<file path="src/rtl/irq_vec_pkg.sv">
package irq_vec_pkg;
  localparam int unsigned NUM_SRC = 6;
  localparam int unsigned USB_EVT = 4;
  localparam int unsigned IDX_W   = $clog2(NUM_SRC);
  // source index = priority rank (0 highest)
  localparam int unsigned IDX_EXT  = 0;
  localparam int unsigned IDX_TMR0 = 1;
  localparam int unsigned IDX_TMR1 = 2;
  localparam int unsigned IDX_USB  = 3;
  localparam int unsigned IDX_SER0 = 4;
  localparam int unsigned IDX_SER1 = 5;
  // register field layout
  localparam int unsigned NUM_GRP = 2;
  localparam int unsigned GRP     = NUM_SRC / NUM_GRP;
  localparam int unsigned EN0_LSB = 1;
  localparam int unsigned EN1_LSB = 0;
  localparam int unsigned FLG_LSB = 4;

  typedef logic [NUM_SRC-1:0] src_vec_t;
endpackage

</file>
<file path="src/rtl/irq_event_capture.sv">
module irq_event_capture
  import irq_vec_pkg::*;
#(
  parameter int unsigned USB_EVT_W = USB_EVT
) (
  input  logic                 clk_i,
  input  logic                 rst_ni,
  input  logic                 ext_irq_ni,
  input  logic                 tmr0_ovf_i,
  input  logic                 tmr1_ovf_i,
  input  logic [USB_EVT_W-1:0] usb_evt_i,
  input  logic                 ser0_i,
  input  logic                 ser1_i,
  output src_vec_t             set_o
);
  logic ext_prev_q;

  always_ff @(posedge clk_i or negedge rst_ni) begin
    if (!rst_ni) ext_prev_q <= 1'b1;
    else         ext_prev_q <= ext_irq_ni;
  end

  always_comb begin
    set_o           = '0;
    set_o[IDX_EXT]  = ext_prev_q & ~ext_irq_ni;
    set_o[IDX_TMR0] = tmr0_ovf_i;
    set_o[IDX_TMR1] = tmr1_ovf_i;
    set_o[IDX_USB]  = |usb_evt_i;
    set_o[IDX_SER0] = ser0_i;
    set_o[IDX_SER1] = ser1_i;
  end
endmodule

</file>
<file path="src/rtl/irq_flag_bank.sv">
module irq_flag_bank
  import irq_vec_pkg::*;
(
  input  logic               clk_i,
  input  logic               rst_ni,
  input  logic [NUM_GRP-1:0] wr_i,
  input  logic [7:0]         wdata_i,
  input  src_vec_t           set_i,
  input  src_vec_t           clr_i,
  input  logic               take_i,
  output logic               gie_o,
  output src_vec_t           en_o,
  output src_vec_t           flg_o
);
  logic     gie_q, gie_nxt;
  src_vec_t en_q, en_nxt, flg_q, flg_nxt;

  for (genvar g = 0; g < NUM_GRP; g++) begin : g_grp
    localparam int unsigned EN_LSB = (g == 0) ? EN0_LSB : EN1_LSB;
    logic [GRP-1:0] flg_base;
    assign en_nxt[g*GRP +: GRP] = wr_i[g] ? wdata_i[EN_LSB +: GRP] : en_q[g*GRP +: GRP];
    assign flg_base             = wr_i[g] ? wdata_i[FLG_LSB +: GRP] : flg_q[g*GRP +: GRP];
    // hardware set last: an event is never lost to a write or a take
    assign flg_nxt[g*GRP +: GRP] = (flg_base & ~clr_i[g*GRP +: GRP]) | set_i[g*GRP +: GRP];
  end

  // take clears the global enable even against a same-edge write
  assign gie_nxt = take_i ? 1'b0 : (wr_i[0] ? wdata_i[0] : gie_q);

  always_ff @(posedge clk_i or negedge rst_ni) begin
    if (!rst_ni) begin
      gie_q <= 1'b0;
      en_q  <= '0;
      flg_q <= '0;
    end else begin
      gie_q <= gie_nxt;
      en_q  <= en_nxt;
      flg_q <= flg_nxt;
    end
  end

  assign gie_o = gie_q;
  assign en_o  = en_q;
  assign flg_o = flg_q;
endmodule

</file>
<file path="src/rtl/irq_prio_arb.sv">
module irq_prio_arb
  import irq_vec_pkg::*;
(
  input  src_vec_t         pend_i,
  output logic             any_o,
  output src_vec_t         grant_o,
  output logic [IDX_W-1:0] idx_o
);
  for (genvar i = 0; i < NUM_SRC; i++) begin : g_prio
    if (i == 0) begin : g_top
      assign grant_o[i] = pend_i[i];
    end else begin : g_rest
      assign grant_o[i] = pend_i[i] & ~|pend_i[i-1:0];
    end
  end

  always_comb begin
    idx_o = '0;
    for (int i = 0; i < NUM_SRC; i++) begin
      if (grant_o[i]) idx_o = i[IDX_W-1:0];
    end
  end

  assign any_o = |pend_i;
endmodule

</file>
<file path="src/rtl/irq_vector_ctrl.sv">
module irq_vector_ctrl
  import irq_vec_pkg::*;
#(
  parameter int unsigned      VEC_W    = 8,
  parameter logic [VEC_W-1:0] VEC_BASE = 'h04,
  parameter logic [VEC_W-1:0] VEC_STEP = 'h04
) (
  input  logic               clk_i,
  input  logic               rst_ni,
  input  logic               ext_irq_ni,
  input  logic               tmr0_ovf_i,
  input  logic               tmr1_ovf_i,
  input  logic [USB_EVT-1:0] usb_evt_i,
  input  logic               ser0_i,
  input  logic               ser1_i,
  input  logic               reg_wr_i,
  input  logic               reg_sel_i,
  input  logic [7:0]         reg_wdata_i,
  input  logic               stack_full_i,
  input  logic               insn_bound_i,
  output logic [7:0]         ctl0_o,
  output logic [7:0]         ctl1_o,
  output logic               take_o,
  output logic [VEC_W-1:0]   vector_o,
  output logic               wake_o
);
  src_vec_t           set, en, flg, pend, grant, clr;
  logic               gie, any, take_req, take_q;
  logic [IDX_W-1:0]   win_idx;
  logic [VEC_W-1:0]   vec_q;
  logic [NUM_GRP-1:0] wr;

  assign wr = {reg_wr_i & reg_sel_i, reg_wr_i & ~reg_sel_i};

  irq_event_capture #(.USB_EVT_W(USB_EVT)) u_cap (
    .clk_i, .rst_ni, .ext_irq_ni, .tmr0_ovf_i, .tmr1_ovf_i,
    .usb_evt_i, .ser0_i, .ser1_i, .set_o(set)
  );

  irq_flag_bank u_bank (
    .clk_i, .rst_ni, .wr_i(wr), .wdata_i(reg_wdata_i),
    .set_i(set), .clr_i(clr), .take_i(take_req),
    .gie_o(gie), .en_o(en), .flg_o(flg)
  );

  assign pend = flg & en;

  irq_prio_arb u_arb (
    .pend_i(pend), .any_o(any), .grant_o(grant), .idx_o(win_idx)
  );

  assign take_req = gie & any & ~stack_full_i & insn_bound_i;
  assign clr      = take_req ? grant : '0;

  always_ff @(posedge clk_i or negedge rst_ni) begin
    if (!rst_ni) begin
      take_q <= 1'b0;
      vec_q  <= '0;
    end else begin
      take_q <= take_req;
      if (take_req) vec_q <= VEC_BASE + VEC_W'(win_idx) * VEC_STEP;
    end
  end

  assign take_o   = take_q;
  assign vector_o = vec_q;
  assign wake_o   = |flg;
  assign ctl0_o   = {1'b0, flg[IDX_TMR1:IDX_EXT], en[IDX_TMR1:IDX_EXT], gie};
  assign ctl1_o   = {1'b0, flg[IDX_SER1:IDX_USB], 1'b0, en[IDX_SER1:IDX_USB]};
endmodule

</file>
<file path="config.mk">
export PLATFORM = sky130hd
export DESIGN_NAME = irq_vector_ctrl
export DESIGN_NICKNAME = d
export VERILOG_FILES = /design/src/rtl/irq_vec_pkg.sv /design/src/rtl/irq_event_capture.sv /design/src/rtl/irq_flag_bank.sv /design/src/rtl/irq_prio_arb.sv /design/src/rtl/irq_vector_ctrl.sv
export SDC_FILE = /design/constraint.sdc
export NUM_CORES = 1
export LEC_CHECK = 0
export ABC_AREA = 1
export BUFFER_PORTS_ARGS = -buffer_cell sky130_fd_sc_hd__buf_2
export CORE_AREA = 3 3 55 77
export CTS_BUF_LIST = sky130_fd_sc_hd__clkbuf_2 sky130_fd_sc_hd__clkbuf_4 sky130_fd_sc_hd__clkbuf_8
export DETAILED_ROUTE_END_ITERATION = 7
export DIE_AREA = 0 0 58 80
export HOLD_SLACK_MARGIN = 0.06
export PLACE_DENSITY = 0.56
export SYNTH_ARGS = -nofsm -noshare
export SYNTH_HDL_FRONTEND = slang
export SYNTH_SLANG_ARGS = --single-unit
</file>
<file path="constraint.sdc">
create_clock -name clk_i -period 1.98 [get_ports clk_i]
set_clock_uncertainty 0.1 [all_clocks]
set_input_delay 0.198 -clock clk_i [delete_from_list [all_inputs] [get_ports clk_i]]
set_output_delay 0.198 -clock clk_i [all_outputs]
set_load 0.02 [all_outputs]
</file>
# After elaboration in Yosys (flattened, before gate mapping)
# Cells that the tools add are included.
[word_totals]
ff_bits = 23
input_bits = 23
out_inout_bits = 26
[classes]
add_sub_neg = 1
mux = 10
n_bitwise = 21
reduce_logical = 13
[ops]
columns = ["operator", "count"]
rows = [
  ["$mux W3", 6],
  ["$reduce_or A6 Y1", 2],
  ["$and A1 B1 Y1", 11],
  ["$reduce_or A4 Y1", 2],
  ["$add A3 B5 Y6 const A", 1],
  ["$and A3 B3 Y3", 2],
  ["$and A6 B6 Y6", 1],
  ["$mux W6", 1],
  ["$not A3 Y3", 2],
  ["$or A3 B3 Y3", 2],
  ["$logic_not A1 Y1", 5],
  ["$reduce_or A5 Y1", 1],
  ["$mux W1", 3],
  ["$not A1 Y1", 3],
  ["$reduce_or A3 Y1", 1],
  ["$reduce_bool A2 Y1", 1],
  ["$reduce_or A2 Y1", 1],
]

# Logic depth before layout (Yosys ltp)
[logic_depth]
word_depth = 9
mapped_depth = 10

# By module
# From an unflattened synthesis, not the netlist that was laid out.
[hier_totals]
hier_cells = 190
area_unflattened_um2 = 1234.9
[modules_own_cells]
columns = ["mod", "n_inst", "cells_each", "area_per_inst_um2", "seq_area_each_um2"]
rows = [
  ["irq_flag_bank", 1, 82, 600.6, 325.3],
  ["irq_vector_ctrl", 1, 75, 447.9, 125.1],
  ["irq_prio_arb", 1, 23, 111.4, 0.0],
  ["irq_event_capture", 1, 10, 75.1, 26.3],
]

# Worst setup path after synthesis
# OpenSTA, ideal clock, no wires.
[synth_timing]
path_kind = "flip-flop to flip-flop"
startpoint = "register u_bank.flg_q[0], in the netlist u_bank.flg_o[0]"
endpoint = "register vec_q[4], in the netlist vector_o[4]"
setup_time_ns = 0.117
t_arrival_ns = 1.392
slack_ns = 0.371
stages_incl_launch_ff = 10
n_path_buf = 0
period_less_slack_ns = 1.609
path_cell_list = "dfrtp_1 > nand2_2 > nand2_4 > nor2_8 > nand3_1 > nand2_1 > ha_1 > o211ai_1 > nand3_1 > nand2_1"
[synth_via]
elab_chain_cells = 9
elab_cells_between_ends = 25
cone_classes = "add/sub (1); mux (5); bitwise (9); reduce/logical (10)"
[synth_rtl]
columns = ["element", "line", "source"]
rows = [
  ["from (decl)", "irq_flag_bank.sv:16", "src_vec_t en_q, en_nxt, flg_q, flg_nxt;"],
  ["from (signal assigned)", "irq_flag_bank.sv:38", "flg_q <= flg_nxt;"],
  ["$and A6 B6 Y6 *", "irq_vector_ctrl.sv:46", "assign pend = flg & en;"],
  ["$logic_not A1 Y1 / $reduce_or A2 Y1 (equally long branches)", "irq_prio_arb.sv:13", "assign grant_o[i] = pend_i[i] & ~|pend_i[i-1:0];"],
  ["$and A1 B1 Y1 / $logic_not A1 Y1 (equally long branches)", "irq_prio_arb.sv:13", ""],
  ["$mux W1 / $and A1 B1 Y1 (equally long branches)", "irq_prio_arb.sv:20, irq_prio_arb.sv:13", ""],
  ["$mux W3 (4 in a row)", "irq_prio_arb.sv:20", "if (grant_o[i]) idx_o = i[IDX_W-1:0];"],
  ["$add A3 B5 Y6", "irq_vector_ctrl.sv:61", "if (take_req) vec_q <= VEC_BASE + VEC_W'(win_idx) * VEC_STEP;"],
  ["to (signal assigned)", "irq_vector_ctrl.sv:61", ""],
  ["to (decl)", "irq_vector_ctrl.sv:30", "logic [VEC_W-1:0] vec_q;"],
]
# Every way passes the cells marked *; elsewhere a longest branch is shown, timed or not.
# A chain may end at the register's enable or synchronous reset.

# Final worst setup path
[layout_timing]
startpoint = "register u_bank.flg_q[5], in the netlist u_bank.flg_o[5]"
endpoint = "output wake_o"
[layout_via]
elab_chain_cells = 1
[layout_rtl]
columns = ["element", "line", "source"]
rows = [
  ["$reduce_or A6 Y1", "irq_vector_ctrl.sv:67", "assign wake_o = |flg;"],
  ["to (decl)", "irq_vector_ctrl.sv:25", "output logic wake_o"],
]
# No other way between the ends.

==> results.sh <==
export IMPL_power_switching_share_pct=36.1
export IMPL_cp_data_arrival_time_ns=1.36
export IMPL_finalCritPeriodShare_pct=83.6
export IMPL_dieArea_sq_um=4640
export IMPL_cap_violations=0
export IMPL_crit_start="u_bank.flg_o[5]$_DFF_PN0_"
export IMPL_crit_family="simple AND/OR/NAND/NOR gates"
export IMPL_area_growth_pct=31.7
export IMPL_drt_pass1_iter_count=4
export IMPL_cts_inserted_buffers=3
export IMPL_timing_rr_end="vector_o[4]$_DFFE_PN0P_"
export IMPL_netlist_area_sq_um=1050
export IMPL_yosys_area_top_type_share_pct=42.8
export IMPL_cell_internal_pwr_mw=0.736
export IMPL_crit_path_cell_trace="nor4_1 > nand2_1 > buf_2"
export IMPL_die_y_um=80
export IMPL_synth_edf_count=0
export IMPL_cp_required_ns=1.68
export IMPL_outcome="completed"
export IMPL_pwr_share_seq_pct=42.5
export IMPL_ys_async_sr_fraction_pct=100
export IMPL_finalPower_mw=1.15
export IMPL_ir_drop_mv=0.427
export IMPL_cts_root_buffer="clkbuf_8"
export IMPL_final_area_sq_um=1390
export IMPL_power_switching_mw=0.416
export IMPL_fp_row_count=26
export IMPL_coreArea_sq_um=3640
export IMPL_h_tree_depth=1
export IMPL_synth_cells=129
export IMPL_diodes=0
export IMPL_path_clk_slew_ns=0.07
export IMPL_drive_gt1_share_pct=32.8
export IMPL_hp_class="input port to flip-flop"
export IMPL_path_class="flip-flop to output pin"
export IMPL_synth_seq_cells=19
export IMPL_yosysMostFrequentCell="nand2_1"
export IMPL_fmaxAchievable_ghz=0.604
export IMPL_leakage_nw=0.763
export IMPL_yosysWarnings=0
export IMPL_grt_first_pass_wirelength_um=4200
export IMPL_dr_total_vias=956
export IMPL_hold_slack_ns=0.0699
export IMPL_synth_ff_type="dfrtp_1"
export IMPL_ant_nets=0
export IMPL_fillers=399
export IMPL_maxSlewViolCount=0
export IMPL_port_buffers=40
export IMPL_synth_distinct_cells=23
export IMPL_grt_use_total_pct=12.1
export IMPL_first_iter_violations=6
export IMPL_dp_hpwl_um=2000
export IMPL_endpoint="wake_o"
export IMPL_die_width_um=58
export IMPL_dpl_worst_slack_ns=0.331
export IMPL_cts_resized=0
export IMPL_avgViaCountPerCell=4.37
export IMPL_p_per_area_nw_per_um2=830
export IMPL_cp_buffers_inverters=1
export IMPL_yosys_top_cells_area="dfrtp_1, nand2_1, buf_4"
export IMPL_finalNetCount=202
export IMPL_clk_insertion_delay_late_ns=0.26
export IMPL_clock_sinks=19
export IMPL_reg2reg_depth=9
export IMPL_ys_seq_area_share_pct=45.2
export IMPL_p_clk_share_pct=25.2
export IMPL_hold_viol=0
export IMPL_startpoint_type="flip-flop"
export IMPL_wl_per_cell_um=11.9
export IMPL_post_cts_repair_setup_buffers=0
export IMPL_synth_commonest_cells="nand2_1, dfrtp_1, inv_1"
export IMPL_gr_total_overflow=0
export IMPL_r2r_start="u_bank.flg_o[0]$_DFF_PN0_"
export IMPL_antenna_found_initial=0
export IMPL_cp_max_fo=4
export IMPL_drt_total_wl_um=2600
export IMPL_setup_viol=0
export IMPL_combPwrFrac_pct=32.3
export IMPL_avgSynthCellArea_sq_um=8.17
export IMPL_place_gp_congestion=0.740
export IMPL_tritoncts="yes"
export IMPL_start_util_pct=28.9
export IMPL_io_pins=49
export IMPL_fin_ws_ns=0.325
export IMPL_clockBufferDepth=2
export IMPL_rsz0062_at_grt="no"
export IMPL_drc=0
export IMPL_hold_start="reg_wdata_i[3]"
export IMPL_slowest_delay_ns=0.42
export IMPL_yosysTopAreaCell="dfrtp_1"
export IMPL_placed_area_sq_um=1260
export IMPL_grt_pass1_vias=909
export IMPL_cp_end_kind="output pin"
export IMPL_fin_crit_ns=1.66
export IMPL_cp_num_cells=3
export IMPL_grt_start_max_net_pins=20
export IMPL_crit_slowest_cell="dfrtp_1"
export IMPL_tns_ns=0
export IMPL_reg2reg_slack_ns=0.33
## layout make-up
class / count / area [sq um] / area share (%)
flip-flops and latches: 19 / 477 / 34.4
multi-input cells: 89 / 465 / 33.5
repair buffers: 48 / 280 / 20.2
inverters: 17 / 63.8 / 4.60
well taps: 42 / 52.6 / 3.79
clock buffers: 4 / 48.8 / 3.52
## placed cells by master (no fill, tap or decap), drive strengths merged
master | Yosys | final
dlygate4sd3 | 0 | 8
nand3 | 7 | 7
nand2 | 42 | 42
o211ai | 1 | 1
nor4 | 2 | 2
clkbuf | 0 | 4
inv | 17 | 17
conb | 1 | 7
nand4 | 1 | 1
o21ai | 15 | 15
a21o | 1 | 1
dfstp | 1 | 1
a21oi | 4 | 4
mux2 | 2 | 2
ha | 1 | 1
dfrtp | 18 | 18
buf | 10 | 40
nor2 | 6 | 6
## flip-flops by register name (all words and copies together), names as in the netlist
name              count
u_bank.flg_o          6
u_cap.ext_prev_q      1
take_o                1
vector_o              4
u_bank.gie_o          1
u_bank.en_o           6
## power groups by stage
| stage | clock, mW | combinational (mW) | sequential [mW] |
|---|---|---|---|
| 6_report | 0.290 | 0.372 | 0.489 |
| 4_1_cts | 0.301 | 0.379 | 0.490 |
| 3_3_place_gp | 0 | 0.362 | 0.499 |
| 3_5_place_dp | 0 | 0.367 | 0.497 |
| 5_1_grt | 0.313 | 0.419 | 0.499 |
| 2_1_floorplan | 0 | 0.193 | 0.561 |
## stage by stage
step	util, %	instances
6_report	38.1	219
3_3_place_gp	34.5	207
5_1_grt	38.1	219
4_1_cts	38.1	219
2_1_floorplan	-	135
3_5_place_dp	34.5	207
## worst min-delay path by stage
stage | endpoint | slack [ns] | cells after the start
global route | u_bank.en_o[2]$_DFFE_PN0P_ | 0.07 | 2
CTS | u_bank.en_o[2]$_DFFE_PN0P_ | 0.07 | 2
detailed placement | u_bank.en_o[2]$_DFFE_PN0P_ | 0.08 | 1
finish | u_bank.en_o[2]$_DFFE_PN0P_ | 0.07 | 2
floorplan | take_o$_DFF_PN0_ | -0.20 | 0
global placement | u_bank.en_o[2]$_DFFE_PN0P_ | 0.06 | 1
## cell families (layout without fill, tap and decap cells)
group	Yosys count	in the layout	share of synthesized area, %
other	1	7	0.356
muxes	2	2	2.14
adders and majority gates	1	1	1.19
DFF	19	19	45.2
buffers and inverters	27	69	12.7
AOI/OAI and AO/OA	21	21	11.5
and+or+nand+nor	58	58	26.8
## layer usage
| layer | part of all wire (%) | routed length, um | track usage, % |
|---|---|---|---|
| met1 | 39 | 1020 | 13.3 |
| met2 | 54 | 1410 | 21.2 |
| met3 | 4.5 | 118 | 2.59 |
| met4 | 2.0 | 51 | 6.26 |
| met5 | 0 | 0 | 0 |
## repair_timing
action,in CTS,in global routing
hold buffers,8,0
hold endpoints to repair,24,0
endpoints found under the setup margin,0,0
Power figures use the tool's default switching activity.
